File: src/rtl/dtw_pkg.sv
package dtw_pkg;
  localparam int DATA_W    = 32;
  localparam int ADDR_W    = 12;
  localparam int NUM_CH    = 2;
  localparam int CH_SPAN_W = 5;   // 32 bytes per channel window
  localparam int ID_LSB    = 5;   // identification table is the top 32 bytes
  localparam int IDX_W     = 3;
  localparam int CFG_W     = 8;
  localparam int NARROW_W  = 16;
  localparam int PRE_W     = 8;

  // configuration bit positions
  localparam int CFG_ONESHOT  = 0;
  localparam int CFG_WIDE     = 1;
  localparam int CFG_PRE_LO   = 2;
  localparam int CFG_PRE_HI   = 3;
  localparam int CFG_IRQEN    = 5;
  localparam int CFG_PERIODIC = 6;
  localparam int CFG_RUN      = 7;
  localparam logic [CFG_W-1:0] CFG_RESET = CFG_W'(1 << CFG_IRQEN);

  // register indexes inside a channel
  localparam logic [IDX_W-1:0] IDX_RELOAD = 3'd0;
  localparam logic [IDX_W-1:0] IDX_COUNT  = 3'd1;
  localparam logic [IDX_W-1:0] IDX_CFG    = 3'd2;
  localparam logic [IDX_W-1:0] IDX_ACK    = 3'd3;
  localparam logic [IDX_W-1:0] IDX_RAW    = 3'd4;
  localparam logic [IDX_W-1:0] IDX_MASKED = 3'd5;
  localparam logic [IDX_W-1:0] IDX_SHADOW = 3'd6;

  function automatic logic [7:0] id_byte(input logic [2:0] i);
    case (i)
      3'd0:    id_byte = 8'h04;
      3'd1:    id_byte = 8'h18;
      3'd2:    id_byte = 8'h14;
      3'd3:    id_byte = 8'h00;
      3'd4:    id_byte = 8'h0D;
      3'd5:    id_byte = 8'hF0;
      3'd6:    id_byte = 8'h05;
      default: id_byte = 8'hB1;
    endcase
  endfunction
endpackage

File: src/rtl/dtw_id_rom.sv
module dtw_id_rom
  import dtw_pkg::*;
(
  input  logic [2:0] idx,
  output logic [7:0] id_val
);
  always_comb id_val = id_byte(idx);
endmodule

File: src/rtl/dtw_decode.sv
module dtw_decode
  import dtw_pkg::*;
#(
  parameter int AW   = ADDR_W,
  parameter int NCH  = NUM_CH,
  parameter int SPAN = CH_SPAN_W,
  localparam int SEL_W = (NCH > 1) ? $clog2(NCH) : 1,
  localparam int UP_W  = AW - SPAN
)(
  input  logic             bus_sel,
  input  logic             bus_wr,
  input  logic [AW-1:0]    bus_addr,
  output logic             ch_hit,
  output logic [SEL_W-1:0] ch_num,
  output logic [IDX_W-1:0] ch_idx,
  output logic [NCH-1:0]   ch_wr,
  output logic             id_hit,
  output logic [2:0]       id_idx
);
  logic [UP_W-1:0] upper;
  logic            unused_lo;

  assign unused_lo = ^bus_addr[1:0];   // word accesses only
  assign upper     = bus_addr[AW-1:SPAN];
  assign ch_hit    = (upper < UP_W'(NCH));
  assign ch_num    = upper[SEL_W-1:0];
  assign ch_idx    = bus_addr[SPAN-1:2];
  assign id_hit    = (bus_addr[AW-1:ID_LSB] == '1);
  assign id_idx    = bus_addr[ID_LSB-1:2];

  for (genvar n = 0; n < NCH; n++) begin : g_wr
    assign ch_wr[n] = bus_sel && bus_wr && ch_hit && (ch_num == SEL_W'(n));
  end
endmodule

File: src/rtl/dtw_channel.sv
module dtw_channel
  import dtw_pkg::*;
#(
  parameter int DW = DATA_W,
  parameter int PW = PRE_W
)(
  input  logic             clk,
  input  logic             rst_n,
  input  logic             tick_en,
  input  logic             reg_wr,
  input  logic [IDX_W-1:0] reg_idx,
  input  logic [DW-1:0]    reg_wdata,
  output logic [DW-1:0]    reg_rdata,
  output logic             irq
);
  localparam logic [DW-1:0] NARROW_MASK = {{(DW-NARROW_W){1'b0}}, {NARROW_W{1'b1}}};
  localparam logic [PW-1:0] PRE_LIM16   = PW'(15);
  localparam logic [PW-1:0] PRE_LIM256  = PW'(255);

  logic [DW-1:0]    limit_q, count_q, count_d, width_mask;
  logic [CFG_W-1:0] cfg_q, cfg_d;
  logic [PW-1:0]    pre_q, pre_d, pre_lim;
  logic             raw_q, raw_d;
  logic             running, step, expire;
  logic             wr_reload, wr_cfg, wr_ack, wr_shadow;

  assign running    = cfg_q[CFG_RUN];
  assign width_mask = cfg_q[CFG_WIDE] ? '1 : NARROW_MASK;
  assign wr_reload  = reg_wr && (reg_idx == IDX_RELOAD);
  assign wr_cfg     = reg_wr && (reg_idx == IDX_CFG);
  assign wr_ack     = reg_wr && (reg_idx == IDX_ACK);
  assign wr_shadow  = reg_wr && (reg_idx == IDX_SHADOW);

  always_comb begin
    case (cfg_q[CFG_PRE_HI:CFG_PRE_LO])
      2'd1:    pre_lim = PRE_LIM16;
      2'd2:    pre_lim = PRE_LIM256;
      default: pre_lim = '0;
    endcase
  end

  assign step   = running && tick_en && (pre_q == pre_lim);
  assign expire = step && (count_q == '0);

  // prescaler
  always_comb begin
    pre_d = pre_q;
    if (wr_cfg)                    pre_d = '0;
    else if (running && tick_en)   pre_d = step ? '0 : pre_q + PW'(1);
  end

  // counter
  always_comb begin
    count_d = count_q;
    if (wr_reload) begin
      count_d = reg_wdata & width_mask;
    end else if (step) begin
      if (count_q != '0)              count_d = count_q - DW'(1);
      else if (cfg_q[CFG_ONESHOT])    count_d = '0;
      else if (cfg_q[CFG_PERIODIC])   count_d = limit_q & width_mask;
      else                            count_d = width_mask;
    end
  end

  always_comb begin
    cfg_d = cfg_q;
    if (wr_cfg)                               cfg_d = reg_wdata[CFG_W-1:0];
    else if (expire && cfg_q[CFG_ONESHOT])    cfg_d[CFG_RUN] = 1'b0;
  end

  always_comb begin
    raw_d = raw_q;
    if (expire)      raw_d = 1'b1;
    else if (wr_ack) raw_d = 1'b0;
  end

  always_ff @(posedge clk or negedge rst_n) begin
    if (!rst_n) begin
      limit_q <= '0;
      count_q <= '0;
      cfg_q   <= CFG_RESET;
      pre_q   <= '0;
      raw_q   <= 1'b0;
    end else begin
      if (wr_reload || wr_shadow) limit_q <= reg_wdata;
      count_q <= count_d;
      cfg_q   <= cfg_d;
      pre_q   <= pre_d;
      raw_q   <= raw_d;
    end
  end

  always_comb begin
    case (reg_idx)
      IDX_RELOAD, IDX_SHADOW: reg_rdata = limit_q;
      IDX_COUNT:              reg_rdata = count_q;
      IDX_CFG:                reg_rdata = {{(DW-CFG_W){1'b0}}, cfg_q};
      IDX_RAW:                reg_rdata = {{(DW-1){1'b0}}, raw_q};
      IDX_MASKED:             reg_rdata = {{(DW-1){1'b0}}, raw_q & cfg_q[CFG_IRQEN]};
      default:                reg_rdata = '0;
    endcase
  end

  assign irq = raw_q & cfg_q[CFG_IRQEN];

  // a clear write with no expiry that cycle drops the raw flag
  a_r11_ack_clears: assert property (@(posedge clk) disable iff (!rst_n)
    (wr_ack && !expire) |=> !raw_q);
  // a count write on a stopped channel leaves the count alone
  a_r14_count_ro: assert property (@(posedge clk) disable iff (!rst_n)
    (reg_wr && reg_idx == IDX_COUNT && !running) |=> $stable(count_q));
  // no tick and no write leaves the count alone
  a_r7_idle_hold: assert property (@(posedge clk) disable iff (!rst_n)
    (!tick_en && !reg_wr) |=> $stable(count_q));
  // single-shot expiry halts the channel
  a_r10_oneshot_halts: assert property (@(posedge clk) disable iff (!rst_n)
    (expire && cfg_q[CFG_ONESHOT] && !reg_wr) |=> !cfg_q[CFG_RUN]);
  // a shadow write on a stopped channel keeps the count
  a_r13_shadow_keeps: assert property (@(posedge clk) disable iff (!rst_n)
    (wr_shadow && !running) |=> $stable(count_q));
endmodule

File: src/rtl/dual_timer_wrap.sv
module dual_timer_wrap
  import dtw_pkg::*;
#(
  parameter int DW   = DATA_W,
  parameter int AW   = ADDR_W,
  parameter int NCH  = NUM_CH,
  parameter int SPAN = CH_SPAN_W,
  localparam int SEL_W = (NCH > 1) ? $clog2(NCH) : 1
)(
  input  logic           clk,
  input  logic           rst_n,
  input  logic [NCH-1:0] tick_en,
  input  logic           bus_sel,
  input  logic           bus_wr,
  input  logic [AW-1:0]  bus_addr,
  input  logic [DW-1:0]  bus_wdata,
  output logic [DW-1:0]  bus_rdata,
  output logic [NCH-1:0] irq_ch,
  output logic           irq_any
);
  localparam logic [AW-1:0] CH_END = AW'(NCH << SPAN);

  logic             ch_hit, id_hit;
  logic [SEL_W-1:0] ch_num;
  logic [IDX_W-1:0] ch_idx;
  logic [NCH-1:0]   ch_wr;
  logic [2:0]       id_idx;
  logic [7:0]       id_val;
  logic [DW-1:0]    ch_rdata [NCH];

  dtw_decode #(.AW(AW), .NCH(NCH), .SPAN(SPAN)) u_decode (
    .bus_sel (bus_sel),
    .bus_wr  (bus_wr),
    .bus_addr(bus_addr),
    .ch_hit  (ch_hit),
    .ch_num  (ch_num),
    .ch_idx  (ch_idx),
    .ch_wr   (ch_wr),
    .id_hit  (id_hit),
    .id_idx  (id_idx)
  );

  dtw_id_rom u_id (.idx(id_idx), .id_val(id_val));

  for (genvar n = 0; n < NCH; n++) begin : g_ch
    dtw_channel #(.DW(DW)) u_ch (
      .clk      (clk),
      .rst_n    (rst_n),
      .tick_en  (tick_en[n]),
      .reg_wr   (ch_wr[n]),
      .reg_idx  (ch_idx),
      .reg_wdata(bus_wdata),
      .reg_rdata(ch_rdata[n]),
      .irq      (irq_ch[n])
    );
  end

  assign irq_any = |irq_ch;

  always_comb begin
    if (!bus_sel)     bus_rdata = '0;
    else if (ch_hit)  bus_rdata = ch_rdata[ch_num];
    else if (id_hit)  bus_rdata = {{(DW-8){1'b0}}, id_val};
    else              bus_rdata = '0;
  end

  // an access above the channel windows strobes no channel
  a_r5_no_stray_write: assert property (@(posedge clk) disable iff (!rst_n)
    (bus_sel && bus_wr && bus_addr >= CH_END) |-> (ch_wr == '0));
  // identification reads carry a single byte
  a_r3_id_byte_only: assert property (@(posedge clk) disable iff (!rst_n)
    (bus_sel && !bus_wr && bus_addr[AW-1:ID_LSB] == '1) |-> (bus_rdata[DW-1:8] == '0));
  // unmapped reads return zero
  a_r4_hole_zero: assert property (@(posedge clk) disable iff (!rst_n)
    (bus_sel && !bus_wr && bus_addr >= CH_END && bus_addr[AW-1:ID_LSB] != '1)
      |-> (bus_rdata == '0));
endmodule

File: config.mk
export PLATFORM = sky130hd
export DESIGN_NAME = dual_timer_wrap
export DESIGN_NICKNAME = d
export VERILOG_FILES = /design/src/rtl/dtw_pkg.sv /design/src/rtl/dtw_id_rom.sv /design/src/rtl/dtw_decode.sv /design/src/rtl/dtw_channel.sv /design/src/rtl/dual_timer_wrap.sv
export SDC_FILE = /design/constraint.sdc
export NUM_CORES = 1
export LEC_CHECK = 0
export BUFFER_PORTS_ARGS = -buffer_cell sky130_fd_sc_hd__buf_2
export CORE_UTILIZATION = 25
export CTS_CLUSTER_SIZE = 24
export DETAILED_ROUTE_END_ITERATION = 8
export PLACE_DENSITY = 0.46
export SETUP_SLACK_MARGIN = 0.05
export SYNTH_ARGS = -nofsm -noshare
export SYNTH_HDL_FRONTEND = slang
export SYNTH_SLANG_ARGS = --single-unit
File: constraint.sdc
create_clock -name clk -period 7.29 [get_ports clk]
set_input_delay 1.458 -clock clk [delete_from_list [all_inputs] [get_ports clk]]
set_output_delay 1.458 -clock clk [all_outputs]
set_load 0.02 [all_outputs]
==> flow_metrics.tcl <==
set metrics [dict create \
    cpMaxStageDelayCell "a211oi_1" \
    synthesis.nets 1357 \
    wl_per_cell_um 22.7 \
    drive_gt1_share_pct 15.6 \
    routed_wl_um 42600 \
    ys_seq_area_share_pct 38.0 \
    synthCells 1299 \
    worst_slew_pin_slew_ns 1.18 \
    cap_violations 0 \
    fin_worst_skew_ns 0.00828 \
    hold_depth 2 \
    grt_usage_pct 19.7 \
    clockBufferDepth 2 \
    h-tree-depth 4 \
    cts_buffers 17 \
    die_x_um 209 \
    final_cell_mix "160 x dfrtp_1, 140 x nand2_1, 88 x a21oi_1" \
    die-area_um2 43600 \
    final-seq-area_um2 4060 \
    hold_end "g_ch[0].u_ch.cfg_q[4]$_DFFE_PN0P_" \
    vias_per_cell 5.61 \
    synth_top_area_share_pct 37.5 \
    post_cts_buffers 0 \
    period_needed_ns 5.71 \
    worstHoldStart "g_ch[0].u_ch.cfg_q[4]$_DFFE_PN0P_" \
    rows 75 \
    holdWs_ns 0.491 \
    nFillCells 4492 \
    rr_worst_depth 6 \
    final_common_cell "dfrtp_1" \
    gr-total-overflow 0 \
    r2r_slack_ns 3.99 \
    place.detailed.hpwl_um 29400 \
    final_nets 1387 \
    fin_tns_setup_ns 0 \
    die_y_um 209 \
    vdd_drop_max_mv 0.150 \
    ys.flop_type "dfrtp_1" \
    synth-async-reset-ratio_pct 100 \
    path_class "primary input to output port" \
    setup_viol 0 \
    syn_avg_cell_area_um2 8.23 \
    drc 0 \
    first_global_vias 10208 \
    route.met3.wl_um 2160 \
    dr_wl_met2_um 19800 \
    r2r-end "g_ch[0].u_ch.count_q[30]$_DFFE_PN0P_" \
    yosysUniqueCellTypes 65 \
    cts_tree "yes" \
    max_freq_ghz 0.175 \
    ioPinCount 85 \
    insertion_delay_ns 0.45 \
    synth_edf_count 0 \
    drv_slew 0 \
    m1WireLength_um 19400 \
    yosys_register_bits 162 \
    outcome "finished clean" \
    end_kind "output port" \
    cts_hold_buf 0 \
    vias 10546 \
    grt_setup_unrepaired "no" \
    start_kind "primary input" \
    grt_pass1_wl_um 65400 \
    highest_layer "met5" \
    drtAntennaViolNets 0 \
    io_buffers 82 \
    start_util_pct 25.4 \
    multi_input_area_um2 6150 \
    cts_resized 0 \
    crit_required_ns 5.83 \
    path_cells "buf_2 > nor4_1 > nand2_1 > a21oi_1 > nand2_1 > a211oi_1 > buf_2" \
    cp_slowest_stage_delay_ns 0.79 \
    syn_area_um2 10700 \
    cp.arrival_ns 4.25 \
    slew_headroom_pct 21.1 \
    drt_first_iter_violations 964 \
    r2r-start "g_ch[0].u_ch.count_q[4]$_DFFE_PN0P_" \
    antenna_found_initial 2 \
    hold_violations 0 \
    synth.largest_area_cell "dfrtp_1" \
    power_leakage_nw 5.25 \
    drtPass1Iterations 5 \
    area_growth_pct 15.0 \
    grt_max_degree 68 \
    hp-class "flip-flop to flip-flop" \
    fin_crit_sh_pct 78.3 \
    cp_max_fo 27 \
    ys_warn_count 0 \
    gp_congestion 0.882 \
    cts_root_buf "clkbuf_16" \
    core_um2 42000 \
    powerDensity_nw_per_um2 170 \
    yosys-top-cells-area "dfrtp_1 37%, mux2_2 5.0%, nand2_1 4.9%, a21oi_1 4.1%, o21ai_0 4.0%" \
    clk_pin_slew_ns 0.07 \
    cts_sinks 162 \
    antenna_cells 0 \
]
-- power breakdown --
| part | total [W] | switching, W | internal (W) |
|---|---|---|---|
| clock network | 0.00101 | 0.000416 | 0.000593 |
| registers | 0.000925 | 0.0000138 | 0.000911 |
| logic | 0.000160 | 0.000115 | 0.0000451 |
| total | 0.00209 | 0.000545 | 0.00155 |
-- layer usage --
layer  vias up  global-route usage, %
met5         -                      0
met1      5223                   27.1
met4         2                   7.12
met3        70                   2.74
li1       4896                      -
met2       355                   31.2
-- per-stage QoR --
| step | power (W) | instance area [µm²] | setup slack, ns | instances | utilization (%) |
|---|---|---|---|---|---|
| 2_1_floorplan | 0.00101 | 10700 | 2.27 | 1299 | - |
| 3_3_place_gp | 0.00110 | 11700 | 1.66 | 1849 | 27.7 |
| 3_5_place_dp | 0.00110 | 11700 | 1.64 | 1849 | 27.7 |
| 4_1_cts | 0.00211 | 12300 | 1.63 | 1881 | 29.2 |
| 5_1_grt | 0.00216 | 12300 | 1.50 | 1881 | 29.2 |
| 6_report | 0.00209 | 12300 | 1.58 | 1881 | 29.2 |
-- layout make-up --
cell class,instances,share of cell area (%)
multi-input combinational,1002,50.0
inverter,33,1.01
tap,539,5.49
sequential,162,33.0
clock inverter,12,1.48
clock buffer,20,3.72
timing repair buffer,113,5.28
-- how the worst max path moves through the flow --
stage,cells past startpoint,to,from
final,7,bus_rdata[14],bus_addr[8]
after floorplan,6,bus_rdata[11],bus_addr[2]
after detailed placement,7,bus_rdata[15],bus_addr[8]
after CTS,7,bus_rdata[15],bus_addr[8]
after global placement,7,bus_rdata[9],bus_addr[8]
after global routing,7,bus_rdata[15],bus_addr[8]
-- state kept, by name (all words and copies together), names as in the netlist --
register and count:
g_ch.u_ch.count_q 64, g_ch.u_ch.limit_q 64, g_ch.u_ch.raw_q 2, g_ch.u_ch.cfg_q 16
g_ch.u_ch.pre_q 16
-- kinds of logic after synthesis --
logic type	share of synthesized area, %
adder cells (fa/ha/maj)	0.937
buffers and inverters	4.96
XOR/XNOR	3.52
AO/OA/AOI/OAI	24.1
flip-flops	38.0
AND/OR/NAND/NOR	22.7
multiplexers	5.85
-- worst max-delay path: cells and delay by family --
| kind | cells | cell delay [ns] |
|---|---|---|
| simple gates | 3 | 1.35 |
| buf+inv | 2 | 0.39 |
| compound gates | 2 | 1.03 |
-- Yosys cell counts (8+ instances only) --
library cell,count
a211oi_1,31
a21oi_1,88
a221oi_1,26
a22oi_1,33
a31oi_1,36
and2_1,8
and3_1,33
clkbuf_1,92
dfrtp_1,160
ha_1,8
inv_1,33
mux2_2,47
nand2_1,140
nand3_1,43
nand4_1,15
nor2_1,87
nor3_1,48
nor4_1,28
o211ai_1,10
o21ai_0,86
o21ai_1,49
o31ai_1,14
or3_1,16
or4_1,16
xnor2_1,25
xor2_1,18
Power figures use the tool's default switching activity.
